$ cat config.mk
export PLATFORM = sky130hd
export DESIGN_NAME = uart_fifo_ctrl
export DESIGN_NICKNAME = d
export VERILOG_FILES = /design/src/rtl/uart_fifo_pkg.sv /design/src/rtl/fifo_queue.sv /design/src/rtl/trig_select.sv /design/src/rtl/irq_encode.sv /design/src/rtl/uart_fifo_ctrl.sv
export SDC_FILE = /design/constraint.sdc
export NUM_CORES = 1
export LEC_CHECK = 0
export ABC_AREA = 1
export BUFFER_PORTS_ARGS = -buffer_cell sky130_fd_sc_hd__buf_2
export CAP_MARGIN = 30
export CORE_MARGIN = 2
export CORE_UTILIZATION = 40
export DETAILED_ROUTE_END_ITERATION = 16
export PLACE_DENSITY = 0.63
export RECOVER_POWER = 100
export SLEW_MARGIN = 5
export SYNTH_ARGS = -nofsm -noshare
export SYNTH_HDL_FRONTEND = slang
export SYNTH_HIERARCHICAL = 1
export SYNTH_SLANG_ARGS = --single-unit
$ cat constraint.sdc
create_clock -name clk -period 4.1 [get_ports clk]
set_clock_uncertainty 0.2 [all_clocks]
set_input_delay 0.615 -clock clk [delete_from_list [all_inputs] [get_ports clk]]
set_output_delay 0.615 -clock clk [all_outputs]
set_load 0.05 [all_outputs]
$ cat src/rtl/uart_fifo_pkg.sv
// Shared definitions for the channel FIFO controller: register map,
// control-field layout and interrupt identity codes.
package uart_fifo_pkg;

    localparam logic [2:0] ADDR_CTRL   = 3'd0;
    localparam logic [2:0] ADDR_IEN    = 3'd1;
    localparam logic [2:0] ADDR_FLOWX  = 3'd2;
    localparam logic [2:0] ADDR_RXIX   = 3'd3;
    localparam logic [2:0] ADDR_TXTRIG = 3'd4;
    localparam logic [2:0] ADDR_RXLVL  = 3'd5;
    localparam logic [2:0] ADDR_TXFREE = 3'd6;
    localparam logic [2:0] ADDR_STAT   = 3'd7;

    localparam logic [2:0] CODE_LINE = 3'b011;
    localparam logic [2:0] CODE_RXD  = 3'b010;
    localparam logic [2:0] CODE_THR  = 3'b001;
    localparam logic [2:0] CODE_NONE = 3'b000;

    // Control register, MSB first.
    typedef struct packed {
        logic [1:0] flow_sel;
        logic [1:0] rx_sel;
        logic       exact;
        logic       auto_cts;
        logic       auto_rts;
        logic       fifo_en;
    } ctrl_t;

endpackage

$ cat src/rtl/fifo_queue.sv
// Circular byte queue with show-ahead read and fill counter.
// Assumes: a push while full is dropped and reported on `drop`;
// a pop while empty is ignored; flush wins over push and pop.
module fifo_queue #(
    parameter int W     = 8,
    parameter int DEPTH = 32,
    localparam int PW   = (DEPTH > 1) ? $clog2(DEPTH) : 1,
    localparam int CW   = $clog2(DEPTH + 1)
) (
    input  logic          clk,
    input  logic          rst_n,
    input  logic          flush,
    input  logic          push,
    input  logic [W-1:0]  wdata,
    input  logic          pop,
    output logic [W-1:0]  rdata,
    output logic [CW-1:0] count,
    output logic          drop
);
    logic [W-1:0]  mem [DEPTH];
    logic [PW-1:0] wp, rp;
    logic          push_ok, pop_ok, full, empty;

    assign full    = (count == CW'(DEPTH));
    assign empty   = (count == '0);
    assign push_ok = push && !full && !flush;
    assign pop_ok  = pop && !empty && !flush;
    assign drop    = push && full && !flush;
    assign rdata   = mem[rp];

    function automatic logic [PW-1:0] wrap_inc(input logic [PW-1:0] p);
        return (p == PW'(DEPTH - 1)) ? '0 : p + 1'b1;
    endfunction

    // Storage write; no reset needed on data.
    always_ff @(posedge clk) begin
        if (push_ok) mem[wp] <= wdata;
    end

    // Pointer and fill-count update.
    always_ff @(posedge clk) begin
        if (!rst_n || flush) begin
            wp    <= '0;
            rp    <= '0;
            count <= '0;
        end else begin
            if (push_ok) wp <= wrap_inc(wp);
            if (pop_ok)  rp <= wrap_inc(rp);
            count <= count + CW'(push_ok) - CW'(pop_ok);
        end
    end
endmodule

$ cat src/rtl/trig_select.sv
// Resolves a trigger level from a 2-bit preset code or an exact count.
// Presets are 1, a quarter, a half and seven eighths of DEPTH.
// Assumes DEPTH <= 255; exact values are clamped to 1..DEPTH.
module trig_select #(
    parameter int DEPTH = 32,
    localparam int CW   = $clog2(DEPTH + 1)
) (
    input  logic [1:0]    sel,
    input  logic [7:0]    exact_val,
    input  logic          use_exact,
    input  logic          force_one,
    output logic [CW-1:0] level
);
    logic [CW-1:0] presets [4];

    // One preset per code, derived from the depth.
    for (genvar g = 0; g < 4; g++) begin : g_preset
        localparam int LV = (g == 0) ? 1 :
                            (g == 1) ? DEPTH / 4 :
                            (g == 2) ? DEPTH / 2 : (DEPTH * 7) / 8;
        assign presets[g] = CW'((LV < 1) ? 1 : LV);
    end

    // Select preset or clamped exact value.
    always_comb begin
        if (force_one)
            level = CW'(1);
        else if (!use_exact)
            level = presets[sel];
        else if (exact_val == 8'd0)
            level = CW'(1);
        else if (int'(exact_val) > DEPTH)
            level = CW'(DEPTH);
        else
            level = CW'(exact_val);
    end
endmodule

$ cat src/rtl/irq_encode.sv
// Prioritised interrupt identity: line status over receive data over
// transmit threshold. Assumes inputs are already gated by enables.
module irq_encode
    import uart_fifo_pkg::*;
(
    input  logic       line_req,
    input  logic       rxd_req,
    input  logic       thr_req,
    input  logic       fifo_en,
    output logic [7:0] id,
    output logic       pending
);
    logic [2:0] code;

    // Pick the highest-priority active source.
    always_comb begin
        if (line_req)     code = CODE_LINE;
        else if (rxd_req) code = CODE_RXD;
        else if (thr_req) code = CODE_THR;
        else              code = CODE_NONE;
    end

    assign pending = line_req || rxd_req || thr_req;
    assign id      = {fifo_en, fifo_en, 2'b00, code, !pending};
endmodule

$ cat src/rtl/uart_fifo_ctrl.sv
// Receive/transmit queue pair of one serial channel with readable
// levels, trigger-based interrupts, identity encoding and automatic
// RTS/CTS flow control. Assumes cts_n is already synchronised and
// DEPTH <= 255 so levels fit the 8-bit register port.
module uart_fifo_ctrl
    import uart_fifo_pkg::*;
#(
    parameter int DEPTH = 32,
    localparam int CW   = $clog2(DEPTH + 1)
) (
    input  logic       clk,
    input  logic       rst_n,
    input  logic       cfg_we,
    input  logic [2:0] cfg_addr,
    input  logic [7:0] cfg_wdata,
    output logic [7:0] cfg_rdata,
    input  logic       rx_push,
    input  logic [7:0] rx_push_data,
    input  logic       rx_push_err,
    input  logic       rx_pop,
    output logic [7:0] rx_pop_data,
    output logic       rx_pop_err,
    input  logic       rx_flush,
    input  logic       tx_push,
    input  logic [7:0] tx_push_data,
    input  logic       tx_pop,
    output logic [7:0] tx_pop_data,
    output logic       tx_ready,
    input  logic       tx_flush,
    input  logic       ls_ack,
    input  logic       tx_ack,
    output logic [7:0] irq_id,
    output logic       irq,
    input  logic       cts_n,
    output logic       rts_n
);
    ctrl_t         ctrl_q;
    logic [2:0]    ien_q;
    logic [7:0]    flow_x_q, rxi_x_q, txt_q;
    logic [CW-1:0] rx_cnt, tx_cnt, rx_trig, flow_trig;
    logic          rx_drop, tx_drop, rx_ovr, tx_ovr, thr_flag, rts_q;
    logic          tx_pop_acc, tx_push_acc, tx_fall, line_src;
    logic [8:0]    rx_head;

    // Configuration register writes.
    always_ff @(posedge clk) begin
        if (!rst_n) begin
            ctrl_q   <= '0;
            ien_q    <= '0;
            flow_x_q <= '0;
            rxi_x_q  <= '0;
            txt_q    <= '0;
        end else if (cfg_we) begin
            case (cfg_addr)
                ADDR_CTRL:   ctrl_q   <= ctrl_t'(cfg_wdata);
                ADDR_IEN:    ien_q    <= cfg_wdata[2:0];
                ADDR_FLOWX:  flow_x_q <= cfg_wdata;
                ADDR_RXIX:   rxi_x_q  <= cfg_wdata;
                ADDR_TXTRIG: txt_q    <= cfg_wdata;
                default: ;
            endcase
        end
    end

    fifo_queue #(.W(9), .DEPTH(DEPTH)) u_rxq (
        .clk   (clk),
        .rst_n (rst_n),
        .flush (rx_flush),
        .push  (rx_push),
        .wdata ({rx_push_err, rx_push_data}),
        .pop   (rx_pop),
        .rdata (rx_head),
        .count (rx_cnt),
        .drop  (rx_drop)
    );
    assign rx_pop_data = rx_head[7:0];
    assign rx_pop_err  = rx_head[8];

    assign tx_ready = (tx_cnt != '0) && !(ctrl_q.auto_cts && cts_n);

    fifo_queue #(.W(8), .DEPTH(DEPTH)) u_txq (
        .clk   (clk),
        .rst_n (rst_n),
        .flush (tx_flush),
        .push  (tx_push),
        .wdata (tx_push_data),
        .pop   (tx_pop && tx_ready),
        .rdata (tx_pop_data),
        .count (tx_cnt),
        .drop  (tx_drop)
    );

    trig_select #(.DEPTH(DEPTH)) u_rx_trig (
        .sel       (ctrl_q.rx_sel),
        .exact_val (rxi_x_q),
        .use_exact (ctrl_q.exact),
        .force_one (!ctrl_q.fifo_en),
        .level     (rx_trig)
    );

    trig_select #(.DEPTH(DEPTH)) u_flow_trig (
        .sel       (ctrl_q.flow_sel),
        .exact_val (flow_x_q),
        .use_exact (ctrl_q.exact),
        .force_one (1'b0),
        .level     (flow_trig)
    );

    // Sticky overrun flags; a new drop wins over the acknowledge.
    always_ff @(posedge clk) begin
        if (!rst_n) begin
            rx_ovr <= 1'b0;
            tx_ovr <= 1'b0;
        end else begin
            rx_ovr <= rx_drop || (rx_ovr && !ls_ack);
            tx_ovr <= tx_drop || (tx_ovr && !ls_ack);
        end
    end

    assign tx_push_acc = tx_push && (tx_cnt != CW'(DEPTH)) && !tx_flush;
    assign tx_pop_acc  = tx_pop && tx_ready && !tx_flush && !tx_push_acc;
    assign tx_fall     = (tx_pop_acc && ((32'(tx_cnt) - 1 == 32'(txt_q)) || tx_cnt == CW'(1)))
                      || (tx_flush && tx_cnt != '0);

    // Transmit threshold source: set on falling to trigger/empty.
    always_ff @(posedge clk) begin
        if (!rst_n)
            thr_flag <= 1'b1;
        else if (tx_fall)
            thr_flag <= 1'b1;
        else if (tx_push_acc || tx_ack)
            thr_flag <= 1'b0;
    end

    // Automatic request-to-send with hold at equality.
    always_ff @(posedge clk) begin
        if (!rst_n || !ctrl_q.auto_rts)
            rts_q <= 1'b0;
        else if (rx_cnt > flow_trig)
            rts_q <= 1'b1;
        else if (rx_cnt < flow_trig)
            rts_q <= 1'b0;
    end
    assign rts_n = rts_q;

    assign line_src = rx_ovr || tx_ovr || ((rx_cnt != '0) && rx_head[8]);

    irq_encode u_irq (
        .line_req (ien_q[2] && line_src),
        .rxd_req  (ien_q[0] && (rx_cnt >= rx_trig)),
        .thr_req  (ien_q[1] && thr_flag),
        .fifo_en  (ctrl_q.fifo_en),
        .id       (irq_id),
        .pending  (irq)
    );

    // Register readback.
    always_comb begin
        case (cfg_addr)
            ADDR_CTRL:   cfg_rdata = ctrl_q;
            ADDR_IEN:    cfg_rdata = {5'd0, ien_q};
            ADDR_FLOWX:  cfg_rdata = flow_x_q;
            ADDR_RXIX:   cfg_rdata = rxi_x_q;
            ADDR_TXTRIG: cfg_rdata = txt_q;
            ADDR_RXLVL:  cfg_rdata = 8'(rx_cnt);
            ADDR_TXFREE: cfg_rdata = 8'(CW'(DEPTH) - tx_cnt);
            default:     cfg_rdata = {6'd0, tx_ovr, rx_ovr};
        endcase
    end
endmodule

==> results of run 1 <==
==> logic make-up after synthesis <==
group,count (synthesis),share of synthesized area (%)
simple gates,1535,23.8
flops,625,65.9
other cells,2,0.0276
compound gates,145,2.97
buf+inv,269,4.95
xor+xnor,4,0.129
fa+ha+maj,48,2.26
==> cell type report <==
type	instances	area, µm²
multi-input cells	1741	7960
clock inverters	36	447
inverters	143	544
fillers	6219	36800
flip-flops and latches	625	18000
clock buffers	87	1870
well taps	873	1090
repair buffers	111	634
==> Yosys cell counts, types with 2 or more instances <==
cell and count:
o2111ai_1 4, buf_1 12, a221oi_1 7, o21ai_1 6, dfxtp_1 81, buf_4 12
a31oi_1 3, conb_1 2, inv_2 6, o21ai_0 42, clkbuf_1 14, nor3_1 20
clkinv_1 3, a21oi_1 65, a21o_1 2, inv_1 132, xor2_1 4, nor2_1 132
o21ai_2 2, ha_1 46, edfxtp_1 544, nor3b_1 3, o22ai_1 7, nand4_1 14
nand2_1 880, o211ai_1 3, buf_2 59, buf_6 29, nand3_1 472, fa_1 2
nor2_2 7
==> flip-flops by register name, indices dropped and copies added (netlist names), 3 cells and up, named ones only <==
register,count
u_rxq/rp,5
ctrl_q,8
u_txq/count,6
u_rxq/mem,288
ien_q,3
u_rxq/wp,5
txt_q,8
u_txq/mem,256
u_rxq/count,6
flow_x_q,8
u_txq/rp,5
rxi_x_q,8
u_txq/wp,5
==> worst paths after layout <==
check / slack (ns) / end / startpoint / cells past startpoint
min reg2reg: 0.28 / ctrl_q[1]$_SDFFE_PN0P_ / ctrl_q[1]$_SDFFE_PN0P_ / 2
max reg2reg: 0.74 / u_txq/count[4]$_SDFF_PP0_ / u_txq/count[0]$_SDFF_PP0_ / 17
min: 0.12 / ctrl_q[5]$_SDFFE_PN0P_ / cfg_wdata[5] / 3
max: 0.25 / irq_id[0] / flop / 13
==> layer usage <==
metal  up-vias  part of all wire (%)  wire length, µm
met5         -                 0.020               13
met3       102                   5.2             3410
li1       9130                     -                -
met1      9143                    44            29000
met2       555                    48            31200
met4         2                   2.4             1600
==> power by group <==
group	total, µW	switching (µW)	internal [µW]
Clock	6290	2530	3760
Combinational	1100	816	285
Sequential	7020	55.6	6970
Total	14400	3400	11000
==> what timing repair did <==
action | in CTS | in global routing
setup endpoints to repair | 0 | 3
endpoints found under the hold margin | 0 | 0
gates resized for setup | 0 | 3
==> metrics by stage <==
stage	utilization (%)	cells	cell area [µm²]
after floorplan	-	2635	27300
after global placement	42.0	3491	28300
after detailed placement	42.1	3493	28300
after CTS	45.5	3616	30600
after global routing	45.3	3616	30500
final	45.3	3616	30500
==> worst min-delay path, delay by kind of cell <==
| kind | cells | cell delay [ns] |
|---|---|---|
| buffers and inverters | 1 | 0.13 |
| AND/OR/NAND/NOR | 1 | 0.08 |
| AO/OA/AOI/OAI | 1 | 0.06 |
==> results by group, run 1 <==
Status
  • Status: finished with violations
  • Violated checks: max-capacitance violations, max-slew violations

Timing
  • Tmin final: 3.85 ns
  • Hold WS: 0.119 ns
  • Headroom to the max-slew limit: -29.0%
  • Crit share post-route: 93.8%
  • Max Freq: 0.260 GHz
  • Pin slew with the least headroom to its limit: 1.93 ns
  • Worst Slack Setup Final: 0.255 ns
  • Setup TNS: 0 ns
  • Slew Viols, Final: 462
  • RSZ-0062 raised after global routing: false
  • Fin. Hold Viols: 0
  • Final setup viols: 0

Global routing
  • Grt met1 use: 25.4%
  • All-Layer GR Usage: 18.4%
  • Vias in the first global route: 18300
  • Largest net degree at the start of global routing: 145
  • GRT overflow: 0
  • Busiest layer in global routing: met2
  • Initial antenna violation count: 1
  • Grt met2 use: 30.1%
  • Met3 Track Usage GR: 2.48%
  • First-pass GRT wire length: 102 mm

Clock tree
  • Worst skew pair latency: 0.61 ns
  • Clk root buf: clkbuf_16
  • Setup Fix Bufs, Post-CTS: 0
  • CTS Hold Buffers Added: 0
  • H-tree levels: 3
  • CTS tree: done
  • CTS buffer count: 69
  • Clock transition at path regs: 0.06 ns
  • Max Root-Sink Buffers: 3
  • Sink Count: 625

Cells and area
  • Layout cells sized above 1: 7.04%
  • Most common cell after layout, fill and taps aside: nand2_1
  • Total Nets Final: 2779
  • Area grow syn2layout: 11.9%
  • Diode count: 0
  • Most frequent cells in the layout: nand2_1 (880), edfxtp_1 (544), nand3_1 (472)

Floorplan
  • Die Y-Extent: 265 µm
  • # IOs: 76
  • Core ar.: 67300 µm²
  • Die width: 265 µm
  • Initial core utilization: 40.5%
  • Die area: 70200 µm²
  • FP Rows: 95

Power
  • LEAKAGE: 0.0113 µW
  • VDD IR max: 0.290 mV
  • Post-layout power: 14400 µW
  • Total power divided by cell area: 472 nW/µm²

Critical path
  • Worst EP required: 3.28 ns
  • Critical Path Sink Type: output port
  • Critical path buffer and inverter count: 3
  • Max stage delay on crit path: 0.59 ns
  • Setup Crit Path Kind: flop to output port
  • Critical-path top delay cell: clkinv_1
  • CP cell instances: clkinv_1 -> nand3_1 -> nand2_1 -> nand2_1 -> nand2_1 -> nand2_1 -> nand2_1 -> o31ai_1 -> a31oi_1 -> inv_2 -> nand2_2 -> nor2_2 -> clkbuf_2
  • Critical Path AT: 3.03 ns
  • Largest delay share family, worst path: buffers and inverters
  • Maximum fanout along the worst path: 22
  • Most frequent CP cell: nand2_1
  • Startpoint Class: flop

Synth
  • Post-synthesis cell count: 2628
  • Mapped Area: 27300 µm²
  • Yosys cell types: 44
  • Largest cells by area after synthesis: edfxtp_1 (60%), nand2_1 (12%), nand3_1 (8.7%), dfxtp_1 (5.9%), ha_1 (2.1%)
  • Post-synthesis sequential element count: 625
  • Avg Cell Area, Syn: 10.4 µm²
  • Synth Warn #: 6
  • Register area share after synthesis: 65.9%
  • Post-synth EDFFs: 544
  • Share of the synthesized area in the top cell type: 59.9%
  • Largest area contributor in the netlist: edfxtp_1
  • Async S/R FF share, synth: 0%
  • Ys flop type: edfxtp_1

Flow run
  • Max_cap viols: 15

Detailed routing
  • DRT iter0 DRCs: 1724
  • DRC: 0
  • Routed wire length: 65.3 mm
  • Final ANT Viol Nets: 0
  • Router iterations before antenna repair: 5
  • Via density: 5.24
  • Routed vias: 18900
  • WL/cell: 18.1 µm

Placement
  • I/O Buffers: 72
  • Hpwl dp: 40.5 mm
  • Pre-CTS setup slack: 0.718 ns
  • Placer Congestion: 0.882

Worst hold path
  • Hold Crit Class: primary input to flop
Power figures use the tool's default switching activity.
==> inputs of run 2 (changes only) <==
CTS_CLUSTER_SIZE = 28   (was not set)
SYNTH_HIERARCHICAL = not set   (was 1)
==> run 2 against run 1 <==
Critical path type unchanged. Area after synthesis down 3.8%. Cell count down 12%. First-iteration DRC count up 25%. Cell area down 3.7%. Utilization up 0.16 points. The run still ends with max-capacitance violations, max-slew violations left. Routed wire length up 1.5%. Largest power group unchanged. Count of clock-buffer cells in the layout up 3.
==> results by group, run 2 <==
Cells and area
  • Biggest regs: u_rxq.mem (288), u_txq.mem (256)
  • Fill count: 5868
  • Max reg flops: 288
  • Most common cell after layout, fill and taps aside: edfxtp_1
  • Area grow syn2layout: 12.1%
  • Area of the multi-input gates: 7090 µm²
  • Total Nets Final: 2387
  • Layout cells sized above 1: 7.14%
  • Sequential standard cell area: 18000 µm²
  • Reg with most FFs: u_rxq.mem
  • Most frequent cells in the layout: edfxtp_1 (544), nor2_1 (413), o21ai_0 (310)

Detailed routing
  • WL/cell: 20.7 µm
  • Router iterations before antenna repair: 6
  • DRC: 0
  • Routed wire length: 66.2 mm
  • Via density: 5.61
  • Routed vias: 17900
  • DRT iter0 DRCs: 2157
  • Final ANT Viol Nets: 0

Clock tree
  • Max Root-Sink Buffers: 3
  • CTS buffer count: 67
  • CTS resizes: 0
  • CTS tree: done
  • Clk root buf: clkbuf_16
  • Clock transition at path regs: 0.06 ns
  • CTS Hold Buffers Added: 0
  • Worst skew pair latency: 0.62 ns
  • Setup Fix Bufs, Post-CTS: 0
  • Sink Count: 625
  • H-tree levels: 3

Floorplan
  • Die Y-Extent: 260 µm
  • FP Rows: 93
  • # IOs: 76
  • Die width: 260 µm
  • Initial core utilization: 40.6%
  • Core ar.: 64600 µm²
  • Die area: 67600 µm²

Synth
  • Synth Warn #: 0
  • Post-synthesis sequential element count: 625
  • Post-synthesis cell count: 2228
  • Commonest cells post-synth: edfxtp_1 (544), nor2_1 (413), o21ai_0 (309), nand2_1 (148), inv_1 (105)
  • Async S/R FF share, synth: 0%
  • Largest cells by area after synthesis: edfxtp_1 (62%), dfxtp_1 (6.2%), nor2_1 (5.9%), o21ai_0 (5.9%), o221ai_1 (3.3%)
  • Mapped Area: 26200 µm²
  • Avg Cell Area, Syn: 11.8 µm²
  • Ys flop type: edfxtp_1
  • Yosys cell types: 48
  • Register area share after synthesis: 68.5%
  • Largest area contributor in the netlist: edfxtp_1
  • Most common cell in the netlist: edfxtp_1
  • Share of the synthesized area in the top cell type: 62.3%
  • Post-synth EDFFs: 544

Global routing
  • First-pass GRT wire length: 101 mm
  • All-Layer GR Usage: 19.3%
  • Busiest layer in global routing: met2
  • Grt met1 use: 26.3%
  • Largest net degree at the start of global routing: 129
  • Vias in the first global route: 17400
  • Initial antenna violation count: 1
  • GRT overflow: 0
  • Met3 Track Usage GR: 2.92%
  • Grt met2 use: 31.3%

Placement
  • Placer Congestion: 0.903
  • Hpwl dp: 40.0 mm
  • I/O Buffers: 72
  • Pre-CTS setup slack: 0.752 ns

Critical path
  • Worst EP required: 3.28 ns
  • Startpoint Class: flop
  • R2r setup slk: 0.71 ns
  • Setup Crit Path Kind: flop to output port
  • Critical Path AT: 3.07 ns
  • Critical Path Sink Type: output port
  • RR Startpoint: u_rxq.count[2]$_SDFF_PP0_
  • R2R cell count: 14
  • R2R Path End: u_rxq.count[4]$_SDFF_PP0_
  • Maximum fanout along the worst path: 72
  • Crit path capture: rx_pop_data[5]

Power
  • NetSw: 3970 µW
  • Combinational Power Share: 13.4%
  • Clk pwr share: 39.4%
  • LEAKAGE: 0.00983 µW
  • Seq pwr share: 47.2%
  • Total power divided by cell area: 511 nW/µm²
  • VDD IR max: 0.277 mV
  • P_int: 11000 µW
  • Switching Share: 26.4%

Timing
  • Max Freq: 0.258 GHz
  • Pin slew with the least headroom to its limit: 1.75 ns
  • Hold WS: 0.133 ns
  • Headroom to the max-slew limit: -16.8%
  • Crit share post-route: 94.7%
  • Final setup viols: 0
  • Fin. Hold Viols: 0
  • Tmin final: 3.88 ns
  • Slew Viols, Final: 495
  • RSZ-0062 raised after global routing: false
  • Setup TNS: 0 ns
  • Worst Slack Setup Final: 0.217 ns

Status
  • Violated checks: max-capacitance violations, max-slew violations
  • Status: finished with violations

Flow run
  • Max_cap viols: 15

Worst hold path
  • Hold Crit Class: primary input to flop
-- run 2: final cells by class --
cell class / count / area share (%)
clock inverters: 24 / 0.958
diodes: 1 / 0.00851
flip-flops and latches: 625 / 61.1
well taps: 855 / 3.64
clock buffers: 90 / 6.28
multi-input cells: 1361 / 24.1
repair buffers: 121 / 2.31
inverters: 118 / 1.54
-- run 2: cells by family after synthesis --
logic type	after synthesis	share of synthesized area, %
AO/OA/AOI/OAI	600	13.4
XOR/XNOR	7	0.234
adder cells (fa/ha/maj)	53	2.59
buffers and inverters	244	4.46
flip-flops	625	68.5
other	1	0.0143
AND/OR/NAND/NOR	698	10.8
-- run 2: routing by layer --
metal  vias up  wire length (µm)
met4         2              1810
met5         -                11
met1      8812             28300
li1       8278                 -
met3       116              4680
met2       705             31400
-- run 2: power by group through the flow --
stage / sequential (µW) / clock (µW) / combinational [µW]
2_1_floorplan: 7180 / 0 / 1470
4_1_cts: 7080 / 6000 / 2030
3_5_place_dp: 7210 / 0 / 2020
5_1_grt: 7090 / 6240 / 2240
6_report: 7080 / 5910 / 2020
3_3_place_gp: 7200 / 0 / 1980
-- run 2: worst max-delay path, stage by stage (launching register included) --
cell	delay [ns]
dfxtp_2	0.35
inv_4	0.54
o21ai_0	0.27
o22ai_1	0.25
o21ai_0	0.10
o21ai_0	0.33
nand2_1	0.16
nand2_1	0.16
clkbuf_2	0.30
-- run 2: stage by stage --
| step | instance area (µm²) | util, % | power (µW) | instances |
|---|---|---|---|---|
| floorplan | 26200 | - | 8650 | 2230 |
| global placement | 27400 | 42.4 | 9180 | 3078 |
| detailed placement | 27400 | 42.4 | 9230 | 3078 |
| CTS | 29500 | 45.7 | 15100 | 3192 |
| global route | 29400 | 45.5 | 15600 | 3194 |
| finish | 29400 | 45.5 | 15000 | 3195 |
-- run 2: worst min-delay path by stage --
stage | from | end | slack [ns] | cells after the start
final | cfg_wdata[3] | txt_q[3]$_SDFFE_PN0P_ | 0.13 | 3
after floorplan | ctrl_q[1]$_SDFFE_PN0P_ | rts_n$_SDFFE_PP0P_ | 0.22 | 2
after global placement | ctrl_q[1]$_SDFFE_PN0P_ | rts_n$_SDFFE_PP0P_ | 0.25 | 2
after global routing | cfg_wdata[3] | txt_q[3]$_SDFFE_PN0P_ | 0.14 | 3
after CTS | cfg_wdata[3] | txt_q[3]$_SDFFE_PN0P_ | 0.1 | 3
after detailed placement | ctrl_q[1]$_SDFFE_PN0P_ | rts_n$_SDFFE_PP0P_ | 0.25 | 2
